==> config.mk <==
export PLATFORM = sky130hd
export DESIGN_NAME = cond_logic_unit
export DESIGN_NICKNAME = d
export VERILOG_FILES = /design/src/rtl/clu_pkg.sv /design/src/rtl/clu_operand_mux.sv /design/src/rtl/clu_logic_core.sv /design/src/rtl/clu_cond_eval.sv /design/src/rtl/cond_logic_unit.sv
export SDC_FILE = /design/constraint.sdc
export NUM_CORES = 1
export LEC_CHECK = 0
export ABC_AREA = 0
export BUFFER_PORTS_ARGS = -buffer_cell sky130_fd_sc_hd__buf_2
export CAP_MARGIN = 20
export CORE_UTILIZATION = 46
export DETAILED_ROUTE_END_ITERATION = 10
export GPL_TIMING_DRIVEN = 1
export HOLD_SLACK_MARGIN = 0.08
export PLACE_DENSITY = 0.88
export SYNTH_ARGS = -nofsm -noshare
export SYNTH_HDL_FRONTEND = slang
export SYNTH_HIERARCHICAL = 1
export SYNTH_SLANG_ARGS = --single-unit
==> constraint.sdc <==
create_clock -name clk -period 2.2 [get_ports clk]
set_input_delay 0 -clock clk [delete_from_list [all_inputs] [get_ports clk]]
set_output_delay 0 -clock clk [all_outputs]
set_load 0.05 [all_outputs]
==> src/rtl/clu_pkg.sv <==
package clu_pkg;
  typedef enum logic [1:0] {
    OP_OR  = 2'b00,
    OP_XOR = 2'b01,
    OP_NOT = 2'b10,
    OP_RSV = 2'b11
  } op_e;

  typedef enum logic [1:0] {
    CND_ALWAYS = 2'b00,
    CND_CSET   = 2'b01,
    CND_CCLR   = 2'b10,
    CND_RSV    = 2'b11
  } cond_e;

  typedef enum logic [1:0] {
    SRC_REG  = 2'b00,
    SRC_SIMM = 2'b01,
    SRC_LIMM = 2'b10,
    SRC_RSV  = 2'b11
  } src_e;
endpackage

==> src/rtl/clu_operand_mux.sv <==
module clu_operand_mux
  import clu_pkg::*;
#(
  parameter int REG_W  = 24,
  parameter int DATA_W = 16,
  parameter int SIMM_W = 7
) (
  input  logic [1:0]        src_sel,
  input  logic [REG_W-1:0]  rs_val,
  input  logic [SIMM_W-1:0] imm7,
  input  logic [DATA_W-1:0] imm16,
  output logic [DATA_W-1:0] operand,
  output logic              src_ok
);
  localparam int EXT_W = DATA_W - SIMM_W;

  logic [DATA_W-1:0] simm_ext;
  logic              unused_rs_hi;

  assign unused_rs_hi = ^rs_val[REG_W-1:DATA_W];

  // Replicate the sign bit into every upper position.
  generate
    for (genvar g = 0; g < DATA_W; g++) begin : g_sext
      if (g < SIMM_W) begin : g_low
        assign simm_ext[g] = imm7[g];
      end else begin : g_high
        assign simm_ext[g] = imm7[SIMM_W-1];
      end
    end
  endgenerate

  always_comb begin
    operand = '0;
    src_ok  = 1'b1;
    case (src_e'(src_sel))
      SRC_REG:  operand = rs_val[DATA_W-1:0];
      SRC_SIMM: operand = simm_ext;
      SRC_LIMM: operand = imm16;
      default:  src_ok  = 1'b0;
    endcase
  end

  initial begin
    if (EXT_W < 0) $error("short immediate wider than data path");
  end
endmodule

==> src/rtl/clu_logic_core.sv <==
module clu_logic_core
  import clu_pkg::*;
#(
  parameter int DATA_W = 16
) (
  input  logic [1:0]        op_sel,
  input  logic [DATA_W-1:0] dst_lo,
  input  logic [DATA_W-1:0] operand,
  output logic [DATA_W-1:0] result,
  output logic              op_ok,
  output logic              res_zero,
  output logic              res_neg
);
  always_comb begin
    result = '0;
    op_ok  = 1'b1;
    case (op_e'(op_sel))
      OP_OR:   result = dst_lo | operand;
      OP_XOR:  result = dst_lo ^ operand;
      OP_NOT:  result = ~operand;
      default: op_ok  = 1'b0;
    endcase
  end

  assign res_zero = ~|result;
  assign res_neg  = result[DATA_W-1];
endmodule

==> src/rtl/clu_cond_eval.sv <==
module clu_cond_eval
  import clu_pkg::*;
(
  input  logic [1:0] cond_sel,
  input  logic       flag_c,
  output logic       cond_pass
);
  always_comb begin
    case (cond_e'(cond_sel))
      CND_ALWAYS: cond_pass = 1'b1;
      CND_CSET:   cond_pass = flag_c;
      CND_CCLR:   cond_pass = ~flag_c;
      default:    cond_pass = 1'b0;
    endcase
  end
endmodule

==> src/rtl/cond_logic_unit.sv <==
module cond_logic_unit #(
  parameter int REG_W  = 24,
  parameter int DATA_W = 16,
  parameter int SIMM_W = 7
) (
  input  logic              clk,
  input  logic              rst,
  input  logic              in_valid,
  input  logic [1:0]        op_sel,
  input  logic [1:0]        cond_sel,
  input  logic [1:0]        src_sel,
  input  logic [REG_W-1:0]  rd_val,
  input  logic [REG_W-1:0]  rs_val,
  input  logic [SIMM_W-1:0] imm7,
  input  logic [DATA_W-1:0] imm16,
  input  logic              flag_c,
  input  logic              flag_v,
  input  logic              flag_z,
  input  logic              flag_n,
  output logic              out_valid,
  output logic              wr_en,
  output logic [REG_W-1:0]  rd_new,
  output logic              c_out,
  output logic              v_out,
  output logic              z_out,
  output logic              n_out
);
  localparam int HI_W = REG_W - DATA_W;

  logic [DATA_W-1:0] operand;
  logic [DATA_W-1:0] result;
  logic              src_ok, op_ok, cond_pass;
  logic              res_zero, res_neg;
  logic              exec;
  logic [REG_W-1:0]  next_rd;

  clu_operand_mux #(.REG_W(REG_W), .DATA_W(DATA_W), .SIMM_W(SIMM_W)) u_opnd (
    .src_sel (src_sel),
    .rs_val  (rs_val),
    .imm7    (imm7),
    .imm16   (imm16),
    .operand (operand),
    .src_ok  (src_ok)
  );

  clu_logic_core #(.DATA_W(DATA_W)) u_core (
    .op_sel   (op_sel),
    .dst_lo   (rd_val[DATA_W-1:0]),
    .operand  (operand),
    .result   (result),
    .op_ok    (op_ok),
    .res_zero (res_zero),
    .res_neg  (res_neg)
  );

  clu_cond_eval u_cond (
    .cond_sel  (cond_sel),
    .flag_c    (flag_c),
    .cond_pass (cond_pass)
  );

  assign exec    = in_valid & src_ok & op_ok & cond_pass;
  assign next_rd = exec ? {{HI_W{1'b0}}, result} : rd_val;

  always_ff @(posedge clk) begin
    if (rst) begin
      out_valid <= 1'b0;
      wr_en     <= 1'b0;
      rd_new    <= '0;
      c_out     <= 1'b0;
      v_out     <= 1'b0;
      z_out     <= 1'b0;
      n_out     <= 1'b0;
    end else begin
      out_valid <= in_valid;
      wr_en     <= exec;
      rd_new    <= next_rd;
      c_out     <= flag_c;
      v_out     <= exec ? 1'b0     : flag_v;
      z_out     <= exec ? res_zero : flag_z;
      n_out     <= exec ? res_neg  : flag_n;
    end
  end
endmodule

# Yosys cells after proc, flatten, opt, wreduce, memory -nomap -nowiden
# Cells that the tools add are included.
[totals] input_bits=84 ff_bits=30 wordCells=37 output_inout_bits=30
[op_classes] n_reduce_logical=8 n_eq_ne=6 bitwise_logic=7 muxes=8
[op_table] op="$pmux W16 S3" count=2
[op_table] op="$mux W16" count=1
[op_table] op="$not A16 Y16" count=1
[op_table] op="$or A16 B16 Y16" count=1
[op_table] op="$reduce_or A16 Y1" count=1
[op_table] op="$xor A16 B16 Y16" count=1
[op_table] op="$eq A2 B1 Y1 const B" count=3
[op_table] op="$eq A2 B2 Y1 const B" count=3
[op_table] op="$logic_not A2 Y1" count=3
[op_table] op="$reduce_or A3 Y1" count=2
[op_table] op="$mux W1" count=4
[op_table] op="$and A1 B1 Y1" count=3
[op_table] op="$pmux W1 S3" count=1
[op_table] op="$reduce_or A2 Y1" count=1
[op_table] op="$logic_not A1 Y1" count=1
[op_table] op="$not A1 Y1" count=1

# Longest topological paths before layout
# Gate-level depths: netlist of run 1.
[depth] word_depth=7 mapped_depth=12 mapped_depth_nobuf=10

# Cells and area by module
# Netlist of run 1, hierarchy kept.
[modules_own_cells] mod="cond_logic_unit" cells_per_inst=104 seq_area_each_um2=600.6 instances=1 area_each_um2=1143.6
[modules_own_cells] mod="clu_logic_core" cells_per_inst=102 seq_area_each_um2=0.0 instances=1 area_each_um2=812.0
[modules_own_cells] mod="clu_operand_mux" cells_per_inst=39 seq_area_each_um2=0.0 instances=1 area_each_um2=329.1
[modules_own_cells] mod="clu_cond_eval" cells_per_inst=1 seq_area_each_um2=0.0 instances=1 area_each_um2=10.0

# Worst setup path before layout of run 1
# No wires, ideal clock.
[synth_path] path_kind="input port to flip-flop" from="input src_sel[1]" to="register z_out" n_path_buf=1 path_slack_ps=244 path_stages=10 t_required_ps=2128 arrival_ps=1884 setup_ps=72 cell_sequence="buf_6 -> nand3b_2 -> o21ai_1 -> inv_1 -> ha_1 -> o2bb2ai_2 -> or4_1 -> nor4_2 -> nand2b_1 -> mux2i_1"
[synth_via] elab_chain_len=7 elab_cells_between_ends=16 cone_classes="eq/ne: 2; mux: 4; bitwise: 6; reduce/logical: 4"
[synth_rtl] item="start: declaration" line="cond_logic_unit.sv:11" text="input logic [1:0] src_sel,"
[synth_rtl] item="$eq A2 B2 Y1 (tied with other cells)" line="clu_operand_mux.sv:36" text="case (src_e'(src_sel))"
[synth_rtl] item="$pmux W16 S3 (*)" line="clu_operand_mux.sv:36"
[synth_rtl] item="net operand[13]" line="cond_logic_unit.sv:30" text="logic [DATA_W-1:0] operand;"
[synth_rtl] item="$xor A16 B16 Y16 (tied with other cells)" line="clu_logic_core.sv:19" text="OP_XOR: result = dst_lo ^ operand;"
[synth_rtl] item="$pmux W16 S3 (*)" line="clu_logic_core.sv:17" text="case (op_e'(op_sel))"
[synth_rtl] item="net result[13]" line="cond_logic_unit.sv:31" text="logic [DATA_W-1:0] result;"
[synth_rtl] item="$reduce_or A16 Y1 (*)" line="clu_logic_core.sv:25" text="assign res_zero = ~|result;"
[synth_rtl] item="$logic_not A1 Y1 (*)" line="clu_logic_core.sv:25"
[synth_rtl] item="net res_zero" line="cond_logic_unit.sv:33" text="logic res_zero, res_neg;"
[synth_rtl] item="$mux W1 (*)" line="cond_logic_unit.sv:80" text="z_out <= exec ? res_zero : flag_z;"
[synth_rtl] item="end signal: assignment" line="cond_logic_unit.sv:80"
[synth_rtl] item="end: declaration" line="cond_logic_unit.sv:25" text="output logic z_out,"
# Mark *: on every way through the listed nets, which the timed path passes. The rest lies on a longest branch.
# A chain may end at the register's enable or synchronous reset.

# Worst setup path after layout of run 1
# Ends and elaborated chain as after synthesis.

==> results of run 1 <==
registers in the layout, summed over array words and instances (netlist names):
register	count
c_out	1
n_out	1
out_valid	1
rd_new	24
v_out	1
wr_en	1
z_out	1
placed cells by master, fill, tap and decap left out, types with 3 or more instances in the layout:
cell type      netlist  final
ha_1                16     16
nand2b_1            36     36
nor2b_1              3      3
a2bb2oi_1            8      8
and2_1               9      9
o2bb2ai_1           12     12
inv_1               40     40
mux2_2               3      3
dfxtp_1             30     30
mux2i_1             35     35
o21ai_0              7      7
buf_2                3    105
mux2_1              13     13
clkbuf_8             1      6
dlygate4sd3_1        0     29
o21ai_1              3      3
through the flow:
step	area, um^2	instances	worst slack, ps	total power (uW)	utilization [%]
after detailed placement	2789	404	20.79	1147	58.66
after CTS	3222	441	306.6	1872	67.76
final	3222	441	306.0	1868	67.76
after floorplan	2295	246	244.4	1007	-
after global routing	3222	441	182.1	1959	67.76
after global placement	2789	404	77.66	1127	58.66
layer usage:
layer	vias up	track usage, %
met2	84	46.73
met4	0	7.625
met5	-	0
met3	10	4.972
met1	985	22.57
li1	1076	-
path summary, 6_finish.rpt:
path                       start               end  cells after the start
worst max-delay path  src_sel[1]  z_out$_SDFF_PP0_                     10
worst min-delay path         rst  c_out$_SDFF_PP0_                      2
where the power goes:
part | internal, uW | switching [uW] | total [uW]
logic | 248 | 342 | 590
registers | 581 | 9.70 | 591
clock network | 483 | 204 | 687
timing repair:
| action | CTS | global route |
|---|---|---|
| hold endpoints to repair | 29 | 0 |
| setup buffers | 0 | 0 |
| hold buffers | 29 | 0 |
layout make-up:
| class | instances | area share [%] |
|---|---|---|
| clock inverter | 2 | 1.864 |
| sequential | 30 | 18.64 |
| inverter | 40 | 4.660 |
| timing repair buffer | 137 | 26.41 |
| tap | 67 | 2.602 |
| clock buffer | 6 | 2.563 |
| multi-input combinational | 159 | 43.26 |
Yosys cell counts, drive strengths merged:
library cell and number:
ha 16, nand4 2, dfxtp 30, a2bb2oi 8, nand3b 1, nand2b 36, mux2i 35, clkbuf 5
nor2b 4, mux2 16, nor4 1, inv 40, and2 9, o2bb2ai 14, nand2 2, or4 2
and4 1, buf 12, o21ai 10, a41oi 1, and2b 1
cells by family (layout without fill, tap and decap cells):
| group | count (synthesis) | in the layout |
|---|---|---|
| DFF | 30 | 30 |
| buffers and inverters | 57 | 185 |
| AOI/OAI and AO/OA | 33 | 33 |
| and+or+nand+nor | 59 | 59 |
| muxes | 51 | 51 |
| adders and majority gates | 16 | 16 |
worst max-delay path, stage by stage:
cell       delay [ps]
buf_2             180
nand3b_2          320
o21ai_1           150
inv_1              60
ha_1              300
o2bb2ai_2         130
or4_1             540
nor4_2            220
nand2b_1           80
mux2i_1           120
==> out/results.ini, run 1 <==
[timing]
tns_ps=0
whs_ps=199.9
hold_viol=0
finalCriticalPeriod_ps=1894
fmax_mhz=528.0
finalSetupViolCount=0
slew_headroom_pct=64.73
final_max_slew_viol_count=0
worst_slew_pin_slew_ps=529.1
rsz0062_at_grt=false
fin_crit_sh_pct=86.09

[floorplan]
die_w_um=72.63
fp.dieH_um=72.63
start_util_pct=48.26
die_area_mm2=0.005275
row_count=25
io_pins=114
design.core.area_mm2=0.004755

[yosys]
synth_cells=246
synth_compound_area_share_pct=11.83
ys_warn_count=6
synth_area_per_cell_um2=9.328
synth_cell_types=30
synth_top_area_share_pct=26.17
synth-simple-area-share_pct=17.07
synth.net_count=346
synth-xor-area-share_pct=0
yosysTopAreaCell=dfxtp_1
netlist_top_cells_area=dfxtp_1 26%, mux2i_1 15%, nand2b_1 9.8%
ys_seq_elements=30
synth_top_family_by_area=multiplexers
muxShareOfSynthArea_pct=23.12
ys_seq_area_share_pct=26.17
synthAdderAreaFrac_pct=8.724
mappedNetlistArea_mm2=0.002295

[detailed_routing]
avgRoutedWirePerCell_um=13.26
top_layer_used=met4
vias=2155
drcViolationCount=0
ant_nets=0
drtIter0Drc=110
wl_met2_um=3131
vias_per_cell=4.887
wl_met3_um=336
wl_met1_um=2281
wirelength_um=5849
dr.pass1.iters=6

[critical_path]
end_kind=flop
path_class=in -> reg
worstPathMaxFanout=10
start_kind=input pin
crit_required_ps=2410
worstPathArrival_ps=2100

[finish]
layout.nets=473
multi_input_area_mm2=0.001394
seqCellArea_um2=600.6
antenna_cells=0
area_growth_pct=40.40
num-fill-cells=369
drive_gt1_share_pct=33.69

[clocking]
cts-root-buf=clkbuf_8
cts_tree=built
cts.reportedPaths.clkPinSlew_ps=60
post_cts_resized=0
clockBufferDepth=2
cts_buffers=5
cts_max_level=2
cts.sinks=30

[global_routing]
grt_max_degree=41
antenna_found_initial=0
grt_use_total_pct=22.99
first_global_vias=2202
gr-total-overflow=0
grt_pass1_wl_um=9349

[pwr]
pwr_density_cell_mw_per_mm2=579.9
p_leak_uw=0.001656
max-vdd-ir-drop_v=0.0005538

[place]
port_buffers=105
gp_congestion=0.8559
hpwl_um=4073

[worst_hold_path]
hold_class=in -> reg

[job]
cap_violations=0

[run_status]
status=complete, no violations

No activity file was read; power rests on OpenSTA's default activity.
==> inputs of run 2 (changes only) <==
Settings changed: PLACE_DENSITY 0.88 to 0.81.
==> run 2 against run 1 <==
Net effect:
- setup slack worse by 57 ps
- critical path depth is 3 higher
- hold slack worse by 14 ps
- largest power group is now combinational cells
- final cell count stayed put
- largest cell class unchanged
- non-clock buffer count is 1 higher
- power down 14%
- highest routed layer unchanged
- clock power down 39%
==> out/results.ini, run 2 (synthesis gave the netlist of run 1 again) <==
[run_status]
status=complete, no violations

[clocking]
cts_tree=built
cts.reportedPaths.clkPinSlew_ps=60
cts-root-buf=clkbuf_8
clockBufferDepth=2
cts.sinks=30
cts_max_level=2
cts_buffers=5

[critical_path]
start_kind=input pin
worst-path-buf-inv=4
worstPathArrival_ps=2170
path_class=in -> reg
cpPeakStageDelay_ps=350
crit_family=buffers and inverters
worstPathMaxFanout=8
end_kind=flop
crit_path_cell_trace=buf_2, buf_4, buf_4, mux2i_1, o2bb2ai_2, inv_1, ha_1, mux2_1, a2bb2oi_2, nand4_1, nor4_2, nand2b_1, mux2i_1
crit_required_ps=2420
critPathSlowestCell=nor4_2

[floorplan]
io_pins=114
die_area_mm2=0.005275
design.core.area_mm2=0.004755
start_util_pct=48.26
fp.dieH_um=72.63
die_w_um=72.63
row_count=25

[detailed_routing]
drtIter0Drc=63
vias_per_cell=4.868
avgRoutedWirePerCell_um=13.24
dr.pass1.iters=4
ant_nets=0
wirelength_um=5841
drcViolationCount=0
vias=2147

[finish]
multi_input_area_mm2=0.001419
regMostFlops=rd_new
seqCellArea_um2=600.6
final_cell_mix=105 x buf_2, 40 x inv_1, 36 x nand2b_1, 35 x mux2i_1, 30 x dfxtp_1
antenna_cells=0
area_growth_pct=38.50
drive_gt1_share_pct=34.76
largest_reg_flops=24
num-fill-cells=401
stdcell_area_mm2=0.003178
layout.nets=474
final_common_cell=buf_2

[timing]
slew_headroom_pct=65.48
fin_crit_sh_pct=88.68
rsz0062_at_grt=false
fmax_mhz=512.6
finalCriticalPeriod_ps=1951
hold_viol=0
finalSetupViolCount=0
final_max_slew_viol_count=0
setup_ws_ps=249.0
worst_slew_pin_slew_ps=517.9

[pwr]
pwr_density_cell_mw_per_mm2=505.4
p_leak_uw=0.001634
max-vdd-ir-drop_v=0.0003088

[global_routing]
gr-total-overflow=0
grt_pass1_wl_um=9356
grt_max_degree=41
antenna_found_initial=0
grt_use_total_pct=23.29
first_global_vias=2145

[place]
dp_slack_ps=-87.58
hpwl_um=4005
port_buffers=105
gp_congestion=0.8024
dpl_cell_area_mm2=0.002784

[worst_hold_path]
hold_class=in -> reg

[job]
cap_violations=0

## run 2: changes by cell type in the layout (fill, tap and decap cells not counted), sizes merged
cell / before / now
clkbuf: 6 / 5
bufinv: 2 / 0
clkinv: 0 / 2
buf: 108 / 109
## run 2: repair_timing
item,4_1_cts,5_1_grt
setup buffers,0,0
hold endpoints to repair,29,0
hold buffers,29,0
endpoints found under the setup margin,0,1
resized for setup,0,4
## run 2: path summary, 6_finish.rpt
path	slack, ps	cells past startpoint	to	from
worst max-delay path	250	13	z_out$_SDFF_PP0_	src_sel[1]
worst min-delay path	190	2	wr_en$_SDFF_PP0_	rst
## run 2: area by class of cell
type / instances / area share (%)
Tap cell: 67 / 2.638
Timing Repair Buffer: 138 / 26.61
Clock inverter: 2 / 0.3150
Multi-Input combinational cell: 159 / 44.65
Sequential cell: 30 / 18.90
Inverter: 40 / 4.724
Clock buffer: 5 / 2.165
## run 2: metal layers
metal	track usage (%)	part of all wire, %	vias to the layer above
met5	0	0	-
li1	-	-	1077
met2	45.48	53	81
met4	7.407	2.1	0
met1	24.04	39	976
met3	5.801	5.8	13
## run 2: stage by stage
| stage | util [%] | setup TNS [ps] | total power (uW) | hold WS (ps) | cells |
|---|---|---|---|---|---|
| 2_1_floorplan | - | 0 | 1007 | 121.7 | 246 |
| 5_1_grt | 66.84 | 0 | 1696 | 238.1 | 441 |
| 4_1_cts | 66.32 | 0 | 1594 | 170.7 | 441 |
| 3_5_place_dp | 58.55 | -87.58 | 1145 | 202.7 | 405 |
| 6_report | 66.84 | 0 | 1606 | 185.6 | 441 |
| 3_3_place_gp | 58.55 | -31.73 | 1126 | 199.5 | 405 |
## run 2: report_power, final
group / internal [uW] / switching, uW / total, uW
sequential: 581 / 10.1 / 591
clock: 212 / 207 / 418
combinational: 251 / 346 / 597
total: 1040 / 562 / 1610
==> inputs of run 3 (changes only) <==
Settings changed: CELL_PAD_IN_SITES_DETAIL_PLACEMENT from default to 1, CELL_PAD_IN_SITES_GLOBAL_PLACEMENT from default to 1, CORE_UTILIZATION 46 to 33.
==> run 3 against run 2 <==
Net effect:
- count of clock-buffer cells in the layout did not move
- sequential cell count did not move
- critical path depth fell by 3
- final area barely moved
- wire length rose by 8.7%
- core utilization fell by 20 points
- sequential share of layout area barely moved
- global-route usage fell by 5.3 points
- power fell by 1.5%
- largest power group unchanged
==> out/results.ini, run 3 (synthesis gave the netlist of run 1 again) <==
[finish]
final_common_cell=buf_2
antenna_cells=0
multi_input_area_mm2=0.001394
area_growth_pct=38.44
seqCellArea_um2=600.6
final_cell_mix=104 x buf_2, 40 x inv_1, 36 x nand2b_1, 35 x mux2i_1, 30 x dfxtp_1
regMostFlops=rd_new
drive_gt1_share_pct=33.51
largest_reg_flops=24
layout.nets=473
fin_util_pct=47.02
num-fill-cells=822

[global_routing]
first_global_vias=2339
busiest_layer=met2
grtUsageMet1_pct=18.98
gr-total-overflow=0
grt_util_met3_pct=4.377
grt_use_total_pct=17.97
grt_pass1_wl_um=10360
grt_use_met2_pct=36.58
antenna_found_initial=0
grt_max_degree=41

[timing]
slew_headroom_pct=62.72
worst_slew_pin_slew_ps=559.2
fmax_mhz=501.5
final_max_slew_viol_count=0
hold_viol=0
rsz0062_at_grt=false
finalCriticalPeriod_ps=1994
setup_ws_ps=205.8
fin_crit_sh_pct=90.65
tns_ps=0
finalSetupViolCount=0

[detailed_routing]
drtIter0Drc=27
ant_nets=0
vias_per_cell=4.823
dr.pass1.iters=4
wirelength_um=6348
vias=2185
avgRoutedWirePerCell_um=14.01
drcViolationCount=0

[clocking]
cts-root-buf=clkbuf_8
cts_buffers=5
clockBufferDepth=2
cts_tree=built
cts_max_level=2
cts.reportedPaths.clkPinSlew_ps=60
cts.sinks=30
cts_setup_buffers=0

[worst_hold_path]
hold_path_depth=2
hold_class=in -> reg
min_to=c_out$_SDFF_PP0_
min_from=rst

[floorplan]
design.core.area_mm2=0.006756
start_util_pct=33.96
die_w_um=85.39
row_count=30
fp.dieH_um=85.39
die_area_mm2=0.007291
io_pins=114

[critical_path]
crit_required_ps=2400
path_class=in -> reg
end_kind=flop
start_kind=input pin
worstPathArrival_ps=2190
worstPathMaxFanout=10

[place]
port_buffers=105
gp_congestion=0.7562
hpwl_um=4753
dp_slack_ps=-46.15

[pwr]
max-vdd-ir-drop_v=0.0003319
p_leak_uw=0.001629
pwr_density_cell_mw_per_mm2=498.2

[run_status]
status=complete, no violations

[job]
cap_violations=0

run 3: what timing repair did:
item | 4_1_cts | 5_1_grt
resized for setup | 0 | 1
setup endpoints to repair | 0 | 1
hold buffers | 29 | 0
endpoints found under the hold margin | 29 | 0
run 3: layout make-up:
| cell class | count | share of cell area, % |
|---|---|---|
| clock buffers | 5 | 2.166 |
| clock inverters | 2 | 0.3151 |
| inverters | 40 | 4.726 |
| multi-input cells | 159 | 43.88 |
| flip-flops and latches | 30 | 18.91 |
| well taps | 80 | 3.151 |
| repair buffers | 137 | 26.86 |
run 3: report_power, final:
group	switching, uW	total (uW)	internal (uW)
combinational	345	594	249
sequential	10.0	591	581
clock	185	397	211
total	541	1580	1040
run 3: stage by stage:
step	power (uW)	hold WS (ps)	instance area, um^2	cells
6_report	1583	218.0	3177	453
5_1_grt	1679	239.5	3177	453
4_1_cts	1597	215.4	3174	453
3_5_place_dp	1158	205.0	2805	417
3_3_place_gp	1136	199.3	2805	417
2_1_floorplan	1007	121.7	2295	246
run 3: worst max path at each step:
stage / startpoint / end / slack [ps]
after floorplan: src_sel[1] / z_out$_SDFF_PP0_ / 240
after global placement: src_sel[1] / z_out$_SDFF_PP0_ / 50
after detailed placement: src_sel[1] / z_out$_SDFF_PP0_ / -50
after CTS: src_sel[1] / z_out$_SDFF_PP0_ / 230
after global routing: src_sel[1] / z_out$_SDFF_PP0_ / 7
final: src_sel[1] / z_out$_SDFF_PP0_ / 210
run 3: routing by layer:
metal,part of all wire [%],routed length (um),vias up
met1,40,2522,1043
met3,4.6,290,4
met4,0.49,31,0
met2,55,3503,63
li1,-,-,1075
met5,0,0,-
run 3: critical path, cell delays in order:
cell and delay, ps:
buf_2 180, nand3b_2 330, o21ai_0 190, inv_1 80, ha_1 310, o2bb2ai_1 160, or4_1 560, nor4_2 160
nand2b_1 80, mux2i_1 130
